[src/rtl/tcs_pkg.sv]
package tcs_pkg;
  typedef enum logic [1:0] {
    PH_IDLE = 2'd0,
    PH_M0   = 2'd1,
    PH_M1   = 2'd2
  } phase_e;

  localparam int CTRL_W   = 8;
  localparam int BIT_TX   = 7;
  localparam int BIT_RX   = 6;
  localparam int BIT_MUL  = 5;
  localparam int BIT_CONT = 4;
endpackage

[src/rtl/tcs_ctrl.sv]
module tcs_ctrl
  import tcs_pkg::*;
#(
  parameter int TIMER_W      = 16,
  parameter int GUARD_W      = 16,
  parameter int GUARD_CYCLES = 31250
) (
  input  logic               clk,
  input  logic               rst,
  input  logic               wr_en,
  input  logic [CTRL_W-1:0]  wr_data,
  input  logic [TIMER_W-1:0] tim_m0,
  input  logic [TIMER_W-1:0] tim_m1,
  input  logic               smp_stb,
  input  logic               fsk_busy,
  input  logic               dp_busy,
  output logic [CTRL_W-1:0]  ctrl_q,
  output phase_e             phase_q,
  output logic               wr_reject
);
  localparam logic [GUARD_W-1:0] GUARD_LOAD = GUARD_W'(GUARD_CYCLES);
  localparam logic [TIMER_W-1:0] ONE_T      = TIMER_W'(1);

  logic [TIMER_W-1:0] seg_cnt;
  logic [GUARD_W-1:0] guard_cnt;
  logic run_act, stop_req, wr_ok, start_ok, seg_end;
  logic m0_live, m1_live, cont;

  always_comb begin
    run_act  = (phase_q != PH_IDLE);
    cont     = ctrl_q[BIT_CONT];
    m0_live  = (tim_m0 != '0);
    m1_live  = (tim_m1 != '0);
    wr_ok    = wr_en && (!run_act || (wr_data == '0));
    stop_req = run_act && wr_en && (wr_data == '0);
    start_ok = !run_act && !wr_en && (ctrl_q != '0) && (guard_cnt == '0)
               && !fsk_busy && !dp_busy;
    seg_end  = run_act && smp_stb && (seg_cnt == ONE_T);
  end

  always_ff @(posedge clk) begin
    if (rst) begin
      ctrl_q    <= '0;
      phase_q   <= PH_IDLE;
      seg_cnt   <= '0;
      guard_cnt <= '0;
      wr_reject <= 1'b0;
    end else begin
      if (guard_cnt != '0) guard_cnt <= guard_cnt - GUARD_W'(1);
      if (wr_ok) ctrl_q <= wr_data;
      if (wr_en) wr_reject <= !wr_ok;

      if (stop_req) begin
        phase_q <= PH_IDLE;
        if (cont) guard_cnt <= GUARD_LOAD;
      end else if (start_ok) begin
        if (m0_live) begin
          phase_q <= PH_M0;
          seg_cnt <= tim_m0;
        end else if (m1_live) begin
          phase_q <= PH_M1;
          seg_cnt <= tim_m1;
        end else begin
          ctrl_q <= '0;
        end
      end else if (seg_end) begin
        if (phase_q == PH_M0 && m1_live) begin
          phase_q <= PH_M1;
          seg_cnt <= tim_m1;
        end else if (cont && m0_live && (phase_q == PH_M1 || !m1_live)) begin
          phase_q <= PH_M0;
          seg_cnt <= tim_m0;
        end else if (cont && phase_q == PH_M1 && m1_live) begin
          seg_cnt <= tim_m1;
        end else begin
          phase_q <= PH_IDLE;
          ctrl_q  <= '0;
        end
      end else if (run_act && smp_stb) begin
        seg_cnt <= seg_cnt - ONE_T;
      end
    end
  end
endmodule

[src/rtl/tcs_mix.sv]
module tcs_mix
  import tcs_pkg::*;
#(
  parameter int SAMPLE_W = 16
) (
  input  logic                       clk,
  input  logic                       rst,
  input  phase_e                     phase,
  input  logic [3:0]                 codes,
  input  logic                       mul,
  input  logic                       tx_en,
  input  logic                       rx_en,
  input  logic signed [SAMPLE_W-1:0] tone_c,
  input  logic signed [SAMPLE_W-1:0] tone_d,
  output logic signed [SAMPLE_W-1:0] tx_out,
  output logic signed [SAMPLE_W-1:0] rx_out
);
  localparam int W = SAMPLE_W;
  localparam logic signed [W-1:0]   OUT_MAX = {1'b0, {(W-1){1'b1}}};
  localparam logic signed [W-1:0]   OUT_MIN = {1'b1, {(W-1){1'b0}}};
  localparam logic signed [W:0]     SUM_MAX = {2'b00, {(W-1){1'b1}}};
  localparam logic signed [W:0]     SUM_MIN = {2'b11, {(W-1){1'b0}}};
  localparam logic signed [2*W-1:0] Q_MAX   = {{(W+1){1'b0}}, {(W-1){1'b1}}};

  logic signed [W-1:0] tone_v [2];
  logic        [1:0]   code_v [2];
  logic signed [W-1:0] gated  [2];

  assign tone_v[0] = tone_c;
  assign tone_v[1] = tone_d;
  assign code_v[0] = codes[3:2];
  assign code_v[1] = codes[1:0];

  for (genvar g = 0; g < 2; g++) begin : g_gate
    logic on;
    assign on = (phase == PH_M0 && code_v[g][1]) || (phase == PH_M1 && code_v[g][0]);
    assign gated[g] = on ? tone_v[g] : '0;
  end

  logic signed [W:0]     sum_w;
  logic signed [2*W-1:0] prod_w;
  logic signed [2*W-1:0] shift_w;
  logic signed [W-1:0]   add_v, mul_v, mix_v;

  always_comb begin
    sum_w   = {gated[0][W-1], gated[0]} + {gated[1][W-1], gated[1]};
    prod_w  = gated[0] * gated[1];
    shift_w = prod_w >>> (W-1);
    if (sum_w > SUM_MAX)      add_v = OUT_MAX;
    else if (sum_w < SUM_MIN) add_v = OUT_MIN;
    else                      add_v = sum_w[W-1:0];
    mul_v = (shift_w > Q_MAX) ? OUT_MAX : shift_w[W-1:0];
    mix_v = mul ? mul_v : add_v;
  end

  always_ff @(posedge clk) begin
    if (rst) begin
      tx_out <= '0;
      rx_out <= '0;
    end else begin
      tx_out <= tx_en ? mix_v : '0;
      rx_out <= rx_en ? mix_v : '0;
    end
  end
endmodule

[src/rtl/tone_cadence_seq.sv]
module tone_cadence_seq
  import tcs_pkg::*;
#(
  parameter int SAMPLE_W     = 16,
  parameter int TIMER_W      = 16,
  parameter int GUARD_W      = 16,
  parameter int GUARD_CYCLES = 31250
) (
  input  logic                clk,
  input  logic                rst,
  input  logic                wr_en,
  input  logic [7:0]          wr_data,
  input  logic [TIMER_W-1:0]  tim_m0,
  input  logic [TIMER_W-1:0]  tim_m1,
  input  logic                smp_stb,
  input  logic [SAMPLE_W-1:0] tone_c,
  input  logic [SAMPLE_W-1:0] tone_d,
  input  logic                fsk_busy,
  input  logic                dp_busy,
  output logic [7:0]          ctrl_q,
  output logic                busy,
  output logic                wr_reject,
  output logic [SAMPLE_W-1:0] tx_out,
  output logic [SAMPLE_W-1:0] rx_out
);
  phase_e phase;

  tcs_ctrl #(
    .TIMER_W(TIMER_W),
    .GUARD_W(GUARD_W),
    .GUARD_CYCLES(GUARD_CYCLES)
  ) u_ctrl (
    .clk(clk), .rst(rst), .wr_en(wr_en), .wr_data(wr_data),
    .tim_m0(tim_m0), .tim_m1(tim_m1), .smp_stb(smp_stb),
    .fsk_busy(fsk_busy), .dp_busy(dp_busy),
    .ctrl_q(ctrl_q), .phase_q(phase), .wr_reject(wr_reject)
  );

  assign busy = (phase != PH_IDLE);

  tcs_mix #(.SAMPLE_W(SAMPLE_W)) u_mix (
    .clk(clk), .rst(rst), .phase(phase), .codes(ctrl_q[3:0]),
    .mul(ctrl_q[BIT_MUL]), .tx_en(ctrl_q[BIT_TX]), .rx_en(ctrl_q[BIT_RX]),
    .tone_c(tone_c), .tone_d(tone_d), .tx_out(tx_out), .rx_out(rx_out)
  );
endmodule

[config.mk]
export PLATFORM = sky130hd
export DESIGN_NAME = tone_cadence_seq
export DESIGN_NICKNAME = d
export VERILOG_FILES = /design/src/rtl/tcs_pkg.sv /design/src/rtl/tcs_ctrl.sv /design/src/rtl/tcs_mix.sv /design/src/rtl/tone_cadence_seq.sv
export SDC_FILE = /design/constraint.sdc
export NUM_CORES = 1
export LEC_CHECK = 0
export ABC_AREA = 1
export BUFFER_PORTS_ARGS = -buffer_cell sky130_fd_sc_hd__buf_2
export CORE_ASPECT_RATIO = 1.4
export CORE_UTILIZATION = 40
export CTS_CLUSTER_DIAMETER = 50
export DETAILED_ROUTE_END_ITERATION = 8
export GPL_TIMING_DRIVEN = 0
export PLACE_DENSITY_LB_ADDON = 0.05
export SETUP_SLACK_MARGIN = 0.02
export SYNTH_ARGS = -nofsm -noshare
export SYNTH_HDL_FRONTEND = slang
export SYNTH_HIERARCHICAL = 1
export SYNTH_SLANG_ARGS = --single-unit
[constraint.sdc]
create_clock -name clk -period 11.8 [get_ports clk]
set_clock_uncertainty 0.15 [all_clocks]
set_input_delay 3.54 -clock clk [delete_from_list [all_inputs] [get_ports clk]]
set_output_delay 3.54 -clock clk [all_outputs]
set_load 0.01 [all_outputs]
* Yosys cells after proc, flatten, opt, wreduce, memory -nomap -nowiden
Index checks and enable logic that the tools add are counted.
** Operators by class
- Add/sub/neg operators :: 3
- $mul :: 1
- Div/mod/pow operators :: 0
- Order comparisons :: 3
- Equal/unequal tests :: 6
- Shifts and indexed selects :: 0
- Muxes and demuxes :: 33
- Bitwise logic cells :: 3
- Reduce and logical (&&, ||, !) cells :: 43
** Operator list (count)
- 2-to-1 mux 16 bit :: 17
- 2-to-1 mux 8 bit :: 9
- nonzero test 16 bit :: 3
- greater-than comparator 17 x 16 -> 1 bit (second input constant) :: 2
- multiplier 16 x 16 -> 32 bit :: 1
- subtractor 16 x 1 -> 16 bit (second input constant) :: 2
- logical AND 1 bit :: 19
- adder 16 x 16 -> 17 bit :: 1
- less-than comparator 17 x 16 -> 1 bit (second input constant) :: 1
- equality test 16 x 1 -> 1 bit (second input constant) :: 1
- logical NOT 16 bit :: 1
- 2-to-1 mux 2 bit :: 7
- logical NOT 8 bit :: 1
- nonzero test 8 bit :: 1
- logical NOT 1 bit :: 6
- OR reduction 2 bit :: 3
- inequality test 5 x 4 -> 1 bit (second input constant) :: 1
- logical OR 1 bit :: 4
- inequality test 4 x 1 -> 1 bit (second input constant) :: 1
- AND reduction 4 bit :: 1
- nonzero test 2 bit :: 2
- inequality test 3 bit (second input constant) :: 1
- NOT 1 bit :: 3
- AND reduction 3 bit :: 1
- 3 further kinds :: 3
** Word-level totals
- Flip-flop bits (word level) :: 75
- Latch bits :: 0
- RAM bits :: 0
- Memory bits (read-only) :: 0
- Input port bits :: 78
- Output and inout port bits :: 42
- Logic and storage cells :: 99
- Memories kept :: 0

* Longest topological paths before layout
- Depth in word-level cells :: 11
- Gate-level depth with buffers :: 36

* Hierarchy
Netlist, hierarchy kept.
** By module, submodules not included
- tcs_mix :: instances 1, cells an instance 1495, area an instance 11970.2 µm²
- tcs_ctrl :: instances 1, cells an instance 597, area an instance 3409.5 µm²
- tone_cadence_seq :: instances 1, cells an instance 3, area an instance 11.3 µm²

* Worst setup path before layout
OpenSTA, ideal clock, no wires.
- Path type :: in2reg
- Start point :: input tone_c[15]
- End point :: register u_mix.rx_out[5]
- Setup time :: 128 ps
- Arrival time :: 9117 ps
- Required time :: 11522 ps
- Setup slack :: 2406 ps
- Stages :: 30
- Buffers on the path :: 2
- Path through :: inv_1 > nor2_8 > inv_1 > clkbuf_1 > nor2_1 > inv_1 > fa_1 > inv_1 > fa_1 > fa_1 > fa_1 > fa_1 > inv_1 > fa_1 > inv_1 > ha_1 > a21o_1 > nor2_1 > o21ai_1 > inv_1 > nor2_1 > nor2_1 > nand2_1 > nand2_1 > nand2_2 > nand2_4 > buf_6 > nand3_2 > nand2_1 > nor2_1
** Between the ends
- Cells in the longest elaborated chain, start to end :: 6
- Elaborated cells between the ends (all ways) :: 10
- Classes of those cells :: 1 x add/sub; 1 x mul; 3 x order compare; 5 x mux
** Ends and longest elaborated chain
- start, declared :: line tone_cadence_seq.sv:16 : input logic [SAMPLE_W-1:0] tone_c,
- 2-to-1 mux 16 bit (*) :: line tcs_mix.sv:37 : assign gated[g] = on ? tone_v[g] : '0;
- parallel branches: the longest is 4 deep, another holds multiplier 16 x 16 -> 32 bit
- 2-to-1 mux 16 bit (*) :: line tcs_mix.sv:53 : mix_v = mul ? mul_v : add_v;
- end signal, assigned :: line tcs_mix.sv:62 : rx_out <= rx_en ? mix_v : '0;
- end, declared :: line tcs_mix.sv:16 : output logic signed [SAMPLE_W-1:0] rx_out
Mark *: on every way between the ends.
A chain may end at the register's enable or synchronous reset.

* Final worst setup path
- Start point :: input tone_c[15]
- End point :: register u_mix.tx_out[6]
** Between the ends
- Cells in the longest elaborated chain, start to end :: 6
- Elaborated cells between the ends (all ways) :: 10
- Classes of those cells :: 1 x add/sub; 1 x mul; 3 x order compare; 5 x mux
** Ends and longest elaborated chain
- 2-to-1 mux 16 bit (*) :: line tcs_mix.sv:37
- parallel branches: the longest is 4 deep, another holds multiplier 16 x 16 -> 32 bit
- 2-to-1 mux 16 bit (*) :: line tcs_mix.sv:53
- end signal, assigned :: line tcs_mix.sv:61 : tx_out <= tx_en ? mix_v : '0;
- end, declared :: line tcs_mix.sv:15 : output logic signed [SAMPLE_W-1:0] tx_out,
Marked as above.

==> metrics.md <==
| Metric | Value |
|---|---|
| Crit-path slowest cell | fa_1 |
| Initial antenna violation count | 1 |
| Die Y | around 230 um |
| Max Fclk | 0.0946 GHz |
| Post-CTS sizing | 0 |
| Post-Synthesis Net Count | between 2000 and 3000 |
| Post-route insts no fill | roughly 2700 |
| Clk pin slew, worst setup/hold paths | ~0.070 ns |
| Core Area | about 0.038 mm2 |
| Kind of critical path | in -> reg |
| CP Launch Type | primary input |
| Worst Tran Pin Value | between 0.7 and 0.8 ns |
| Avg Vias per Cell | 5.11 |
| Max_cap viols | 0 |
| Dpl cells | about 2700 |
| Tmin final | ~11 ns |
| First-pass GRT wire length | 81800 um |
| Status | finished, final reports clean |
| Number of cells on the worst reg-to-reg path | 30 |
| Mapped Area | around 0.015 mm2 |
| Total power | 1.17 mW |
| Levels on crit path | 29 |
| Setup slack after layout | approximately 1.2 ns |
| DRC | 0 |
| CP Buf/Inv Count | 9 |
| Worst EP arrival | 10.66 ns |
| Clock buffer depth | 2 |
| Die area | slightly below 0.04 mm2 |
| Post-synthesis sequential area ratio | approximately a tenth |
| RSZ-0062 raised after global routing | no |
| Congestion Overflow GR | 0 |
| Crit. End Element | register |
| Setup TNS | 0 ns |
| Area Overhead vs Synth | 9.78% |
| Htree depth | 3 |
| Initial Utilization | 40.8% |
| Final Instance Area | around 0.017 mm2 |
| Hold Crit Class | reg -> reg |
| Total CTS buffers | 9 |
| CP required | between 10 and 15 ns |
| Final setup vio count | 0 |
| Avg Inst Size Synth | between 7 and 8 um2 |
| CTS hold repair buffers | 0 |
| Seq cells post-synth | between 70 and 80 |
| Via count | roughly 14000 |
| Final wirelength | 52400 um |
| Hold depth | 2 |
| Drt wl/cell | 19.4 um |
| Layout net count | between 2000 and 3000 |
| Max-slew violations | 0 |
| GRT Util Overall | approximately 28% |
| Root buffer cell | clkbuf_16 |
| # rows | 84 |
| Layout cell share with drive strength beyond 1 | between 10% and 20% |
| GPL Wtd Cong | between 0.9 and 1 |
| Number of global-route vias before repair | between 10000 and 15000 |
| LEAKAGE | 9.01 nW |
| Boundary pin count | between 100 and 150 |
| Distinct cells, synth | 49 |
| Post-CTS Setup Repair Bufs | 0 |
| Drt pass-1 iters | 5 |
| Largest net degree at the start of global routing | 17 |
| Number of fillers in the final layout | 4046 |
| PD cells | 69.2 mW/mm2 |
| Iteration-0 DRC count of the detailed router | between 800 and 900 |
| Die width | ~170 um |
| CTS sink count | 75 |
| Max IR drop VDD | roughly 74 uV |
| Max stage delay on crit path | slightly below 0.9 ns |
| Detailed Place HPWL | ~45000 um |
| Period Utilization, post-route | around 90% |
| Final Core Density | 44.8% |
| Post-place setup slack | roughly 0.85 ns |
| Synth warnings | 6 |
| Worst-path maximum fanout | 10 |
| Mapped Cells | roughly 2100 |
| Later-pin clock latency in the skew report | ~0.35 ns |
| Slew headroom | about half |
| Post-detailed-route count of antenna-violating nets | 0 |
| # port buffers | 119 |
| Final hold violations | 0 |
| Ant. Diodes | 0 |
| Delay-heaviest family, CP | adder cells |
| CTS tree | yes |
| Worst hold slack | 0.332 ns |
| Cell Area, Placed | between 0.015 and 0.02 mm2 |
## layer usage
| metal | GRT usage [%] | routed length [um] | part of all wire (%) |
|---|---|---|---|
| met5 | 0 | 0 | 0 |
| met4 | 14.4 | 2770 | 5.3 |
| met3 | 2.41 | 1890 | 3.6 |
| met2 | 55.8 | 28800 | 55 |
| met1 | 28.4 | 18900 | 36 |
## cell type report
cell class / count / area [um2] / share of cell area (%)
multi-input cells: 1506 / 11900 / 70.5
inverters: 478 / 1790 / 10.6
flip-flops and latches: 75 / 1500 / 8.89
repair buffers: 119 / 596 / 3.52
well taps: 473 / 592 / 3.50
clock buffers: 9 / 225 / 1.33
plain buffers: 36 / 181 / 1.07
clock inverters: 7 / 92.6 / 0.548
## logic make-up (layout without fill, tap and decap cells)
| logic type | count (synthesis) | count (layout) | synth area share [%] |
|---|---|---|---|
| and+or+nand+nor | 930 | 930 | 26.3 |
| buffers and inverters | 514 | 649 | 12.8 |
| DFF | 75 | 75 | 9.76 |
| xor gates and xnor gates | 41 | 41 | 2.33 |
| AOI/OAI and AO/OA | 173 | 173 | 6.54 |
| adders and majority gates | 361 | 361 | 42.1 |
| muxes | 1 | 1 | 0.0650 |
## Yosys cell counts (all sizes together)
cell	instances	area, um2
inv	461	1730
nand2	430	1700
nor2	334	1360
fa	262	5250
ha	99	1240
nand3	96	556
dfxtp	75	1500
a21oi	71	359
o21ai	71	393
nor3	29	150
xor2	26	228
clkbuf	24	90.1
nand4	23	159
clkinv	17	63.8
xnor2	15	131
buf	12	91.3
nand3b	10	75.1
a21o	8	60.1
a31oi	7	43.8
o211ai	5	47.5
or2	4	25.0
a211oi	3	22.5
nor4	3	18.8
o21bai	3	37.5
o311ai	2	17.5
mux2i	1	10.0
nand2b	1	6.26
o211a	1	10.0
o21a	1	7.51
o221ai	1	8.76
## tightest hold or removal path, delay by kind of cell (launching register included)
family / cells / cell delay [ns]
simple gates: 1 / 0.06
flops: 1 / 0.32
compound gates: 1 / 0.05
## registers in the layout (all words and copies together), names as in the netlist
register	cells
u_ctrl/wr_reject	1
u_ctrl/ctrl_q	8
u_ctrl/seg_cnt	16
u_mix/tx_out	16
u_ctrl/phase_q	2
u_mix/rx_out	16
u_ctrl/guard_cnt	16
## path summary, 6_finish.rpt
check | start | endpoint | slack [ns]
min reg2reg | u_ctrl/guard_cnt[6] | u_ctrl/guard_cnt[6] | 0.33
min | u_ctrl/guard_cnt[6] | u_ctrl/guard_cnt[6] | 0.33
max reg2reg | u_ctrl/phase_q[1] | u_mix/tx_out[6] | 3.28
max | tone_c[15] | u_mix/tx_out[6] | 1.23
## cell usage in the layout, fill, tap and decap left out, drive strengths merged, types with 8 or more instances in the layout
| cell type | n |
|---|---|
| ha | 99 |
| nand4 | 23 |
| clkbuf | 33 |
| nand3 | 96 |
| xnor2 | 15 |
| a21o | 8 |
| buf | 131 |
| nor3 | 29 |
| clkinv | 19 |
| nand2 | 430 |
| o21ai | 71 |
| inv | 465 |
| a21oi | 71 |
| nor2 | 334 |
| nand3b | 10 |
| dfxtp | 75 |
| fa | 262 |
| xor2 | 26 |
## report_power, final
part	internal (mW)	switching (mW)	leakage, nW	total (mW)
Clock	0.170	0.125	0.156	0.294
Sequential	0.289	0.0374	0.610	0.326
Combinational	0.194	0.354	8.24	0.548
(Power assumes the default switching activity.)
